### config.mk
export PLATFORM = sky130hd
export DESIGN_NAME = sptlb_top
export DESIGN_NICKNAME = d
export VERILOG_FILES = /design/src/rtl/sptlb_pkg.sv /design/src/rtl/sptlb_entry.sv /design/src/rtl/sptlb_hit_sel.sv /design/src/rtl/sptlb_nmru.sv /design/src/rtl/sptlb_top.sv
export SDC_FILE = /design/constraint.sdc
export NUM_CORES = 1
export LEC_CHECK = 0
export ABC_CLOCK_PERIOD_IN_PS = 3250
export BUFFER_PORTS_ARGS = -buffer_cell sky130_fd_sc_hd__buf_4
export CAP_MARGIN = 20
export CORE_MARGIN = 5
export CORE_UTILIZATION = 30
export CTS_CLUSTER_SIZE = 10
export DETAILED_ROUTE_END_ITERATION = 16
export GPL_TIMING_DRIVEN = 0
export PLACE_DENSITY = 0.42
export SLEW_MARGIN = 20
export SYNTH_ARGS = -nofsm -noshare
export SYNTH_HDL_FRONTEND = slang
export SYNTH_SLANG_ARGS = --single-unit
### constraint.sdc
create_clock -name clk -period 3.25 [get_ports clk]
set_clock_uncertainty 0.15 [all_clocks]
set_input_delay 0.1625 -clock clk [delete_from_list [all_inputs] [get_ports clk]]
set_output_delay 0.1625 -clock clk [all_outputs]
set_load 0.1 [all_outputs]
### src/rtl/sptlb_pkg.sv
// Package: shared constants and helpers for the superpage translation buffer.
// Assumes the size code is 2 bits wide and each step multiplies the block by 8.
package sptlb_pkg;

    localparam int GRAN_W    = 2;
    localparam int GRAN_STEP = 3;
    localparam int GRAN_SPAN = GRAN_STEP * ((1 << GRAN_W) - 1);

    typedef logic [GRAN_W-1:0] gran_t;

    // Low page-number bits that a given size code leaves out of the compare.
    function automatic logic [GRAN_SPAN-1:0] gran_low_mask(input gran_t g);
        logic [GRAN_SPAN-1:0] m;
        m = '0;
        for (int b = 0; b < GRAN_SPAN; b++) begin
            if (b < GRAN_STEP * int'(g)) m[b] = 1'b1;
        end
        return m;
    endfunction

endpackage

### src/rtl/sptlb_entry.sv
// Module: one translation slot with its stored mapping and its match logic.
// Assumes VPN_W and PFN_W are at least GRAN_SPAN bits. A clear has priority
// over a write. The stored frame is aligned to its block size on write.
module sptlb_entry
    import sptlb_pkg::*;
#(
    parameter int VPN_W = 19,
    parameter int PFN_W = 19,
    parameter int ASN_W = 8
) (
    input  logic             clk,
    input  logic             rst_n,
    input  logic             clr,
    input  logic             wr_en,
    input  logic [VPN_W-1:0] wr_vpn,
    input  logic [PFN_W-1:0] wr_pfn,
    input  logic [ASN_W-1:0] wr_asn,
    input  gran_t            wr_gran,
    input  logic             wr_glob,
    input  logic [VPN_W-1:0] lk_vpn,
    input  logic [ASN_W-1:0] lk_asn,
    output logic             valid,
    output logic             match,
    output logic [PFN_W-1:0] xlat_pfn
);

    localparam int VPN_HI = VPN_W - GRAN_SPAN;
    localparam int PFN_HI = PFN_W - GRAN_SPAN;

    logic [VPN_W-1:0]     s_vpn;
    logic [PFN_W-1:0]     s_pfn;
    logic [ASN_W-1:0]     s_asn;
    gran_t                s_gran;
    logic                 s_glob;
    logic [GRAN_SPAN-1:0] wr_low;
    logic [GRAN_SPAN-1:0] s_low;
    logic [VPN_W-1:0]     cmp_keep;
    logic                 asn_ok;
    logic                 tag_ok;

    assign wr_low = gran_low_mask(wr_gran);
    assign s_low  = gran_low_mask(s_gran);

    // Purpose: hold the slot's mapping, clearing the valid bit on flush.
    always_ff @(posedge clk) begin
        if (!rst_n) begin
            valid  <= 1'b0;
            s_vpn  <= '0;
            s_pfn  <= '0;
            s_asn  <= '0;
            s_gran <= '0;
            s_glob <= 1'b0;
        end else if (clr) begin
            valid  <= 1'b0;
        end else if (wr_en) begin
            valid  <= 1'b1;
            s_vpn  <= wr_vpn;
            s_pfn  <= {wr_pfn[PFN_W-1:GRAN_SPAN], wr_pfn[GRAN_SPAN-1:0] & ~wr_low};
            s_asn  <= wr_asn;
            s_gran <= wr_gran;
            s_glob <= wr_glob;
        end
    end

    // Purpose: compare the looked-up page and address space against the slot.
    always_comb begin
        cmp_keep = {{VPN_HI{1'b1}}, ~s_low};
        asn_ok   = s_glob || (s_asn == lk_asn);
        tag_ok   = ((s_vpn ^ lk_vpn) & cmp_keep) == '0;
        match    = valid && asn_ok && tag_ok;
    end

    // Purpose: merge the in-block page bits into the aligned frame.
    always_comb begin
        xlat_pfn = {s_pfn[PFN_W-1:GRAN_SPAN],
                    s_pfn[GRAN_SPAN-1:0] | (lk_vpn[GRAN_SPAN-1:0] & s_low)};
    end

    logic [PFN_HI-1:0] unused_hi;
    assign unused_hi = '0;

endmodule

### src/rtl/sptlb_hit_sel.sv
// Module: picks the lowest matching slot and routes out its translated frame.
// Assumes match_vec and pfn_flat are indexed by slot. Gives zeros on no match.
module sptlb_hit_sel #(
    parameter int N_SLOTS = 8,
    parameter int PFN_W   = 19,
    localparam int IDX_W  = (N_SLOTS > 1) ? $clog2(N_SLOTS) : 1
) (
    input  logic [N_SLOTS-1:0]       match_vec,
    input  logic [N_SLOTS*PFN_W-1:0] pfn_flat,
    output logic                     any_hit,
    output logic [IDX_W-1:0]         hit_idx,
    output logic [PFN_W-1:0]         hit_pfn
);

    // Purpose: priority select, scanning downward so the lowest index wins.
    always_comb begin
        any_hit = 1'b0;
        hit_idx = '0;
        hit_pfn = '0;
        for (int i = N_SLOTS - 1; i >= 0; i--) begin
            if (match_vec[i]) begin
                any_hit = 1'b1;
                hit_idx = IDX_W'(i);
                hit_pfn = pfn_flat[i*PFN_W +: PFN_W];
            end
        end
    end

endmodule

### src/rtl/sptlb_nmru.sv
// Module: tracks the most recently used slot and names the refill victim.
// Assumes a fill and a hit never change the tracker in the same cycle: the
// fill wins. The victim is the lowest empty slot, or the slot after the last used.
module sptlb_nmru #(
    parameter int N_SLOTS = 8,
    localparam int IDX_W  = (N_SLOTS > 1) ? $clog2(N_SLOTS) : 1
) (
    input  logic               clk,
    input  logic               rst_n,
    input  logic [N_SLOTS-1:0] valid_vec,
    input  logic               fill_upd,
    input  logic [IDX_W-1:0]   fill_idx,
    input  logic               hit_upd,
    input  logic [IDX_W-1:0]   hit_idx,
    output logic [IDX_W-1:0]   mru_idx,
    output logic [IDX_W-1:0]   victim
);

    localparam logic [IDX_W-1:0] LAST = IDX_W'(N_SLOTS - 1);

    logic             has_free;
    logic [IDX_W-1:0] free_idx;
    logic [IDX_W-1:0] after_mru;

    // Purpose: record the last slot touched by a fill or a lookup hit.
    always_ff @(posedge clk) begin
        if (!rst_n) begin
            mru_idx <= '0;
        end else if (fill_upd) begin
            mru_idx <= fill_idx;
        end else if (hit_upd) begin
            mru_idx <= hit_idx;
        end
    end

    // Purpose: find the lowest empty slot.
    always_comb begin
        has_free = 1'b0;
        free_idx = '0;
        for (int i = N_SLOTS - 1; i >= 0; i--) begin
            if (!valid_vec[i]) begin
                has_free = 1'b1;
                free_idx = IDX_W'(i);
            end
        end
    end

    // Purpose: choose the victim, skipping the most recently used slot.
    always_comb begin
        after_mru = (mru_idx == LAST) ? '0 : mru_idx + 1'b1;
        victim    = has_free ? free_idx : after_mru;
    end

endmodule

### src/rtl/sptlb_top.sv
// Module: fully associative superpage translation buffer, top level.
// Assumes firmware writes through the fill port into the slot named by
// victim_idx. Lookups are registered and answered one cycle later.
module sptlb_top
    import sptlb_pkg::*;
#(
    parameter int N_SLOTS    = 8,
    parameter int VA_W       = 32,
    parameter int PA_W       = 32,
    parameter int PAGE_SHIFT = 13,
    parameter int ASN_W      = 8,
    localparam int VPN_W     = VA_W - PAGE_SHIFT,
    localparam int PFN_W     = PA_W - PAGE_SHIFT,
    localparam int IDX_W     = (N_SLOTS > 1) ? $clog2(N_SLOTS) : 1
) (
    input  logic             clk,
    input  logic             rst_n,
    input  logic             flush_all,
    input  logic             lk_req,
    input  logic [VA_W-1:0]  lk_va,
    input  logic [ASN_W-1:0] lk_asn,
    input  logic             fill_req,
    input  logic [VPN_W-1:0] fill_vpn,
    input  logic [PFN_W-1:0] fill_pfn,
    input  logic [ASN_W-1:0] fill_asn,
    input  logic [1:0]       fill_gran,
    input  logic             fill_glob,
    output logic             rsp_valid,
    output logic             rsp_hit,
    output logic [IDX_W-1:0] rsp_idx,
    output logic [PA_W-1:0]  rsp_pa,
    output logic [IDX_W-1:0] victim_idx
);

    logic [VPN_W-1:0]         lk_vpn;
    logic [N_SLOTS-1:0]       valid_vec;
    logic [N_SLOTS-1:0]       match_vec;
    logic [N_SLOTS*PFN_W-1:0] pfn_flat;
    logic                     any_hit;
    logic [IDX_W-1:0]         hit_idx;
    logic [PFN_W-1:0]         hit_pfn;
    logic [IDX_W-1:0]         mru_idx;
    logic                     fill_go;

    assign lk_vpn  = lk_va[VA_W-1:PAGE_SHIFT];
    assign fill_go = fill_req && !flush_all;

    // One slot per index, written only when it is the current victim.
    for (genvar i = 0; i < N_SLOTS; i++) begin : g_slot
        logic [PFN_W-1:0] slot_pfn;
        sptlb_entry #(
            .VPN_W (VPN_W),
            .PFN_W (PFN_W),
            .ASN_W (ASN_W)
        ) u_entry (
            .clk      (clk),
            .rst_n    (rst_n),
            .clr      (flush_all),
            .wr_en    (fill_go && (victim_idx == IDX_W'(i))),
            .wr_vpn   (fill_vpn),
            .wr_pfn   (fill_pfn),
            .wr_asn   (fill_asn),
            .wr_gran  (gran_t'(fill_gran)),
            .wr_glob  (fill_glob),
            .lk_vpn   (lk_vpn),
            .lk_asn   (lk_asn),
            .valid    (valid_vec[i]),
            .match    (match_vec[i]),
            .xlat_pfn (slot_pfn)
        );
        assign pfn_flat[i*PFN_W +: PFN_W] = slot_pfn;
    end

    sptlb_hit_sel #(
        .N_SLOTS (N_SLOTS),
        .PFN_W   (PFN_W)
    ) u_hit_sel (
        .match_vec (match_vec),
        .pfn_flat  (pfn_flat),
        .any_hit   (any_hit),
        .hit_idx   (hit_idx),
        .hit_pfn   (hit_pfn)
    );

    sptlb_nmru #(
        .N_SLOTS (N_SLOTS)
    ) u_nmru (
        .clk       (clk),
        .rst_n     (rst_n),
        .valid_vec (valid_vec),
        .fill_upd  (fill_go),
        .fill_idx  (victim_idx),
        .hit_upd   (lk_req && any_hit),
        .hit_idx   (hit_idx),
        .mru_idx   (mru_idx),
        .victim    (victim_idx)
    );

    // Purpose: register the lookup result, zeroing it on a miss.
    always_ff @(posedge clk) begin
        if (!rst_n) begin
            rsp_valid <= 1'b0;
            rsp_hit   <= 1'b0;
            rsp_idx   <= '0;
            rsp_pa    <= '0;
        end else begin
            rsp_valid <= lk_req;
            rsp_hit   <= lk_req && any_hit;
            rsp_idx   <= (lk_req && any_hit) ? hit_idx : '0;
            rsp_pa    <= (lk_req && any_hit) ? {hit_pfn, lk_va[PAGE_SHIFT-1:0]} : '0;
        end
    end

endmodule

==> metrics.txt, run 1 <==
status finished with violations; violated checks negative setup slack; FF-to-FF End u_nmru.mru_idx[0]$_SDFFE_PN0P_; PortBufs 67; placed cell area between 0.02 and 0.025 sq mm; unrepaired setup endpoints after global routing true; Worst Setup SP g_slot[0].u_entry.s_gran[1]$_SDFFE_PN0P_; Area growth, synth to finish 19.4%; Main synth FF type dfxtp_1; worst-path cell chain ha_2, a21oi_1, nor4_1, nand4_1, nand4b_1, o21ai_0, a2111o_1, o311ai_1; post-synth cell types 71; die width roughly 270 um; Async SR Flop Fraction 0%; sequential-to-total area share from yosys stat a little over two fifths; WP buf/inv 0; remaining global-route overflow 0; worst r2r path cells 8; Worst Path Max Fanout 9; global placer's final weighted congestion around 0.9; Mapped Area between 0.02 and 0.025 sq mm; total vias in the final route roughly 19k; Final TNS setup -0.00239 ns; PwrDens ~470 mW/mm^2; Clock Tree Root clkbuf_16; Slew Limit Fails 0; tightest hold margin 0.0646 ns; IO Count between 100 and 150; synth cell count leaders 641 x nand2_1, 440 x dfxtp_1, 393 x a21oi_1, 154 x xnor2_1, 144 x clkbuf_1; Reg2Reg Setup Slack -0.002 ns; Rel. slew slack about 26%; Syn Inst Count between 2k and 3k; cts bufs inserted 53; Routed WL roughly 87000 um; Avg WL per Cell 23.2 um; Final WS setup -0.00239 ns; CP Class reg -> reg; most frequent cell after synthesis nand2_1; Final min period ~3.3 ns; largest net degree at the start of global routing 14; Pre-antenna DRT Iters 8; Lkg Pwr 8.97 nW; Synth area leader dfxtp_1; filler instances 7272; hpwl dp approximately 66000 um; antenna violations before repair 1; delay of the slowest critical-path stage 0.87 ns; number of synthesized flops with an enable pin 0; Crit path required time roughly 3.6 ns; reg2reg start g_slot[0].u_entry.s_gran[1]$_SDFFE_PN0P_; Area contributors post-synth dfxtp_1 42%, nand2_1 11%, a21oi_1 9.4%, xnor2_1 6.4%, mux2i_1 4.9%; initial drt markers approximately 1.6k; setup violators final 1; Core Footprint ~0.07 sq mm; Final nets slightly below 3k; placed insts approximately 3.6k; clk slew on worst S/H paths about 0.060 ns; H-tree levels 2; Core Rows 97; Top delay family on crit path simple AND/OR/NAND/NOR gates; worst slew pin tran approximately 1.1 ns; yosys warns 0; Post-DRT Antenna Nets 0; clk buf depth 3; layout cells sized above 1 between 10% and 20%; Max IR drop VDD 0.333 mV; slowest CP cell nor4_1; Post-Place Worst Slack -1.10 ns; Worst path depth 8; critical path endpoint u_nmru.mru_idx[0]$_SDFFE_PN0P_; Design Area, Final between 0.02 and 0.03 sq mm; non-filler cells, final between 3k and 4k; WP data arrival ~3.6 ns; Die Y 275 um; CTS sink count 440; CTS tree built; DR DRC count 0; Syn Area/Cell around 8.0 sq um; ant diodes 0; CP startpoint kind flip-flop; period utilization 100%; DIE AREA between 0.07 and 0.08 sq mm; Yosys reg bits 440; Hold Crit Class in -> reg; Overall Global Routing Usage between 20% and 30%; Max Fclk slightly above 300 MHz; crit end category flip-flop; first-pass GRT wire length 125000 um; top cell type's share of synthesized area 41.9%; Hold Fails Final Rpt 0; Starting Density 30.1%; clk_lat worst skew 0.60 ns; vias in the first global route around 18k; vias per cell around 5; syn nets 2764; max cap viols 0
layer usage:
metal | vias up | track usage, % | routed length, um
met4 | 0 | 7.46 | 3000
met3 | 132 | 2.95 | 5260
met1 | 9158 | 30.6 | 38900
met5 | - | 0 | 0
met2 | 647 | 36.4 | 40100
li1 | 9062 | - | -
stage by stage:
stage	power (mW)	util, %
floorplan	6.04	-
global placement	6.36	32.6
detailed placement	6.37	32.6
CTS	12.0	35.8
global route	12.3	36.0
finish	11.9	36.0
worst min-delay path by stage:
stage / from / to / cells past startpoint
global route: fill_pfn[4] / g_slot[5].u_entry.s_pfn[4]$_SDFFE_PN0P_ / 5
global placement: lk_va[2] / rsp_pa[2]$_SDFF_PN0_ / 2
detailed placement: lk_va[1] / rsp_pa[1]$_SDFF_PN0_ / 2
floorplan: lk_va[0] / rsp_pa[0]$_SDFF_PN0_ / 1
CTS: fill_pfn[4] / g_slot[6].u_entry.s_pfn[4]$_SDFFE_PN0P_ / 5
finish: fill_pfn[4] / g_slot[7].u_entry.s_pfn[4]$_SDFFE_PN0P_ / 5
flip-flops by register name (all words and copies together) (netlist names):
register and flops:
rsp_pa 32, rsp_valid 1, g_slot.u_entry.s_glob 8, g_slot.u_entry.s_vpn 152
g_slot.u_entry.s_asn 64, rsp_hit 1, g_slot.u_entry.s_gran 16, g_slot.u_entry.s_pfn 152
g_slot.u_entry.valid 8, u_nmru.mru_idx 3, rsp_idx 3
cell usage in the layout, fill, tap and decap left out, types with 58 or more instances in the layout:
cell,count
nand2_1,640
dfxtp_1,434
a21oi_1,393
buf_4,84
xnor2_1,154
mux2i_1,102
clkbuf_1,135
inv_1,58
xor2_1,59
nor2_1,137
what timing repair did:
| action | in CTS | in global routing |
|---|---|---|
| hold endpoints to repair | 301 | 0 |
| gates resized for setup | 29 | 42 |
| setup buffers | 2 | 1 |
| setup endpoints to repair | 72 | 215 |
| hold buffers | 57 | 0 |
| pin swaps | 1 | 2 |
cell type report:
type,instances,area (sq um),area share (%)
tap,940,1180,4.68
multi-input combinational,1897,11100,44.1
clock inverter,4,30.0,0.120
clock buffer,73,1520,6.06
timing repair buffer,129,1110,4.44
sequential,440,8820,35.1
inverter,62,233,0.927
buffer,227,1150,4.59
worst register-to-register path: cells and delay by family (launching register included):
kind,cells,cell delay [ns]
simple gates,3,1.40
compound gates,4,0.72
flops,1,0.49
fa+ha+maj,1,0.41
power breakdown:
part	switching, mW	internal [mW]	total (mW)
combinational	0.579	0.281	0.860
clock	2.36	3.20	5.56
sequential	0.0267	5.43	5.46
cells by family (layout without fill, tap and decap cells):
kind of cell | after synthesis | count (layout) | share of synthesized area (%)
AND/OR/NAND/NOR | 978 | 978 | 20.2
adder cells (fa/ha/maj) | 41 | 41 | 2.44
multiplexers | 103 | 103 | 4.91
XOR/XNOR | 216 | 216 | 9.10
flip-flops | 440 | 440 | 41.9
buffers and inverters | 292 | 495 | 6.47
AO/OA/AOI/OAI | 559 | 559 | 15.0
(Power assumes the default switching activity.)
==> run 2, diff against run 1 <==
--- a/config.mk
+++ b/config.mk
@@ -5,6 +5,7 @@
 export SDC_FILE = /design/constraint.sdc
 export NUM_CORES = 1
 export LEC_CHECK = 0
+export ABC_AREA = 1
 export ABC_CLOCK_PERIOD_IN_PS = 3250
 export BUFFER_PORTS_ARGS = -buffer_cell sky130_fd_sc_hd__buf_4
 export CAP_MARGIN = 20
==> run 2 against run 1 <==
The run now ends clean. Synthesized cell count rose by 14%. Via count grew 15%. Non-clock buffer count rose by 25. Flip-flop and latch count stayed put. Die area down 0.41%. Register-to-register slack better by 0.04 ns. Fmax is 1.1% higher. Combinational power grew 21%. Core utilization increased by 1.2 points. Total power increased by 4.1%. Largest cell class unchanged.
==> metrics.txt, run 2 <==
slowest CP cell dfxtp_1; cts bufs inserted 55; crit-path most repeated cell nor2_1; ant diodes 0; largest family of logic cells by synthesized area compound AO/OA/AOI/OAI gates; Overall Global Routing Usage a little over a quarter; CTS tree built; vias per cell slightly above 5; most common cell after layout, fill and taps aside nand2_1; worst r2r path cells 16; most frequent cell after synthesis nand2_1; Worst Path Max Fanout 10; Hold EP g_slot[4].u_entry.s_pfn[6]$_SDFFE_PN0P_; clk slew on worst S/H paths 0.05 ns; Core Rows between 90 and 100; H-tree levels 2; PortBufs 109; CTS sink count 440; worst-path cell chain inv_1, ha_1, or2_2, o21ai_1, o21ai_0, nand2_1, nor2_1, nand2_1, nor2_1, nand2_2, buf_2, clkbuf_2, a31o_2, nor2_1, nor2_1, nor2_1; Area contributors post-synth dfxtp_1 42%, a21oi_1 11%, nand2_1 9.3%, o21ai_0 8.3%, inv_1 7.1%; crit end category flip-flop; Final min period between 3 and 4 ns; delay of the slowest critical-path stage between 0.3 and 0.4 ns; Area growth, synth to finish 22.6%; hold path startpoint fill_gran[0]; Hold Crit Depth 4; DIE AREA 0.0752 sq mm; first-pass GRT wire length ~140000 um; Async SR Flop Fraction 0%; vias in the first global route approximately 21k; Routed WL between 100000 and 150000 um; CP startpoint kind flip-flop; synth cell count leaders 521 x nand2_1, 451 x a21oi_1, 440 x dfxtp_1, 398 x inv_1, 347 x o21ai_0; FF-to-FF End u_nmru.mru_idx[1]$_SDFFE_PN0P_; Met3 Wirelength about 8100 um; Yosys reg bits 440; max cap viols 0; top cell type's share of synthesized area 42.1%; Post-Place Worst Slack -1.12 ns; Core Footprint about 0.07 sq mm; global placer's final weighted congestion between 0.9 and 1; yosys warns 0; Clock Tree Root clkbuf_16; Starting Density between 30% and 40%; Die Y between 200 and 300 um; unrepaired setup endpoints after global routing true; Hold Crit Class in -> reg; Reg2Reg Setup Slack around 0.033 ns; clk_lat worst skew ~0.63 ns; Final WS setup 0.0327 ns; clk buf depth 3; period utilization 99.0%; Avg WL per Cell ~24 um; DR DRC count 0; Pre-antenna DRT Iters 6; WP data arrival about 3.6 ns; Slew Limit Fails 0; highest routed layer met5; reg2reg start g_slot[3].u_entry.s_gran[0]$_SDFFE_PN0P_; filler instances 7485; sequential-to-total area share from yosys stat a little over two fifths; Max Fclk 311 MHz; Rel. slew slack 18.5%; remaining global-route overflow 0; Synth Area in Adders approximately 2.5%; Crit path required time 3.58 ns; layout cells sized above 1 roughly 11%; Synth Area in XOR/XNOR roughly 3.3%; IO Count around 130; PwrDens 482 mW/mm^2; antenna violations before repair 8; Synth area leader dfxtp_1; Max IR drop VDD around 0.35 mV; Lkg Pwr between 10 and 15 nW; worst slew pin tran approximately 1.2 ns; Syn Inst Count 3007; Core Util, Final between 30% and 40%; metal2 WL 45800 um; hpwl dp 73900 um; CP Class reg -> reg; setup violators final 0; status complete, no violations; Main synth FF type dfxtp_1; largest net degree at the start of global routing 15; Final nets 3391; post-synth cell types 39; total vias in the final route approximately 22k; largest registers in the final layout g_slot.u_entry.s_pfn (152), g_slot.u_entry.s_vpn (152), g_slot.u_entry.s_asn (64); die width approximately 270 um; Post-DRT Antenna Nets 0; mux share of post-synthesis cell area 0%; Simple-Gate Fraction of Synth Area between 10% and 20%; number of synthesized flops with an enable pin 0; Compound-Gate Fraction of Synth Area a little under a quarter; syn nets about 3.1k; Mapped Area about 0.021 sq mm; Hold Fails Final Rpt 0; initial drt markers 2145; Routed met1 length roughly 45000 um; most frequent cells in the layout 512 x nand2_1, 450 x a21oi_1, 437 x dfxtp_1; Syn Area/Cell approximately 7.0 sq um
-- run 2: cell count changes in the layout (fill, tap and decap cells not counted), sizes merged, moves of 64 or more --
cell | previous run | this run
o21ai | 67 | 439
inv | 64 | 417
nand2 | 642 | 522
xnor2 | 156 | 49
mux2i | 102 | 0
nand3 | 22 | 105
nor2 | 138 | 202
-- run 2: metal layers --
layer / up-vias / global-route usage [%]
met5: - / 0
met2: 828 / 42.0
li1: 10251 / -
met1: 10478 / 35.5
met3: 204 / 5.50
met4: 8 / 9.92
-- run 2: what timing repair did --
action / in CTS / in global routing
pin swaps: 6 / 4
resized for setup: 46 / 71
hold endpoints to repair: 357 / 0
buffers inserted: 6 / 2
setup endpoints to repair: 109 / 110
cloned: 0 / 1
hold buffers: 73 / 0
-- run 2: worst max path at each step --
stage	end	slack [ns]	cells after the start	start
floorplan	g_slot[7].u_entry.s_gran[0]$_SDFFE_PN0P_	0.20	11	g_slot[3].u_entry.valid$_SDFFE_PP0P_
global placement	rsp_pa[14]$_SDFF_PN0_	-1.08	16	g_slot[2].u_entry.s_gran[1]$_SDFFE_PN0P_
detailed placement	rsp_pa[14]$_SDFF_PN0_	-1.12	16	g_slot[2].u_entry.s_gran[0]$_SDFFE_PN0P_
CTS	rsp_pa[14]$_SDFF_PN0_	0.002	17	g_slot[3].u_entry.s_gran[1]$_SDFFE_PN0P_
global route	u_nmru.mru_idx[1]$_SDFFE_PN0P_	-0.02	16	g_slot[3].u_entry.s_gran[0]$_SDFFE_PN0P_
finish	u_nmru.mru_idx[1]$_SDFFE_PN0P_	0.03	16	g_slot[3].u_entry.s_gran[0]$_SDFFE_PN0P_
-- run 2: logic make-up (layout without fill, tap and decap cells) --
logic type      count (synthesis)  count (layout)
buf+inv                       609             895
flops                         440             440
fa+ha+maj                      41              41
compound gates                968             968
xor+xnor                       79              79
simple gates                  870             870
-- run 2: layout make-up --
type                            count  area (sq um)  share of cell area, %
Sequential cell                   440          8810                   34.3
Multi-Input combinational cell   1958          9920                   38.6
Inverter                          420          1590                   6.19
Clock inverter                      8          57.6                  0.224
Timing Repair Buffer              192          1630                   6.34
Tap cell                          931          1160                   4.54
Buffer                            189           885                   3.45
Clock buffer                       86          1610                   6.29
-- run 2: per-stage QoR --
stage	TNS, ns	hold WS, ns	std cells	instance area (sq um)	power, mW
4_1_cts	0	0.0431	4221	25500	12.5
6_report	0	0.0722	4224	25700	12.4
3_5_place_dp	-52.30	0.233	4048	22900	6.52
3_3_place_gp	-51.30	0.226	4047	22900	6.52
5_1_grt	-0.0539	0.0506	4224	25700	12.8
2_1_floorplan	0	0.125	3007	20900	6.04
-- run 2: power breakdown --
| part | leakage [nW] | internal [mW] | switching, mW |
|---|---|---|---|
| combinational | 5.72 | 0.311 | 0.726 |
| sequential | 3.55 | 5.45 | 0.0238 |
| clock | 0.817 | 3.37 | 2.48 |
-- run 2: critical path, delay by kind of cell (launching register included) --
kind	cells	cell delay, ns
AO/OA/AOI/OAI	3	0.66
buffers and inverters	3	0.66
adder cells (fa/ha/maj)	1	0.23
flip-flops	1	0.33
AND/OR/NAND/NOR	9	1.05
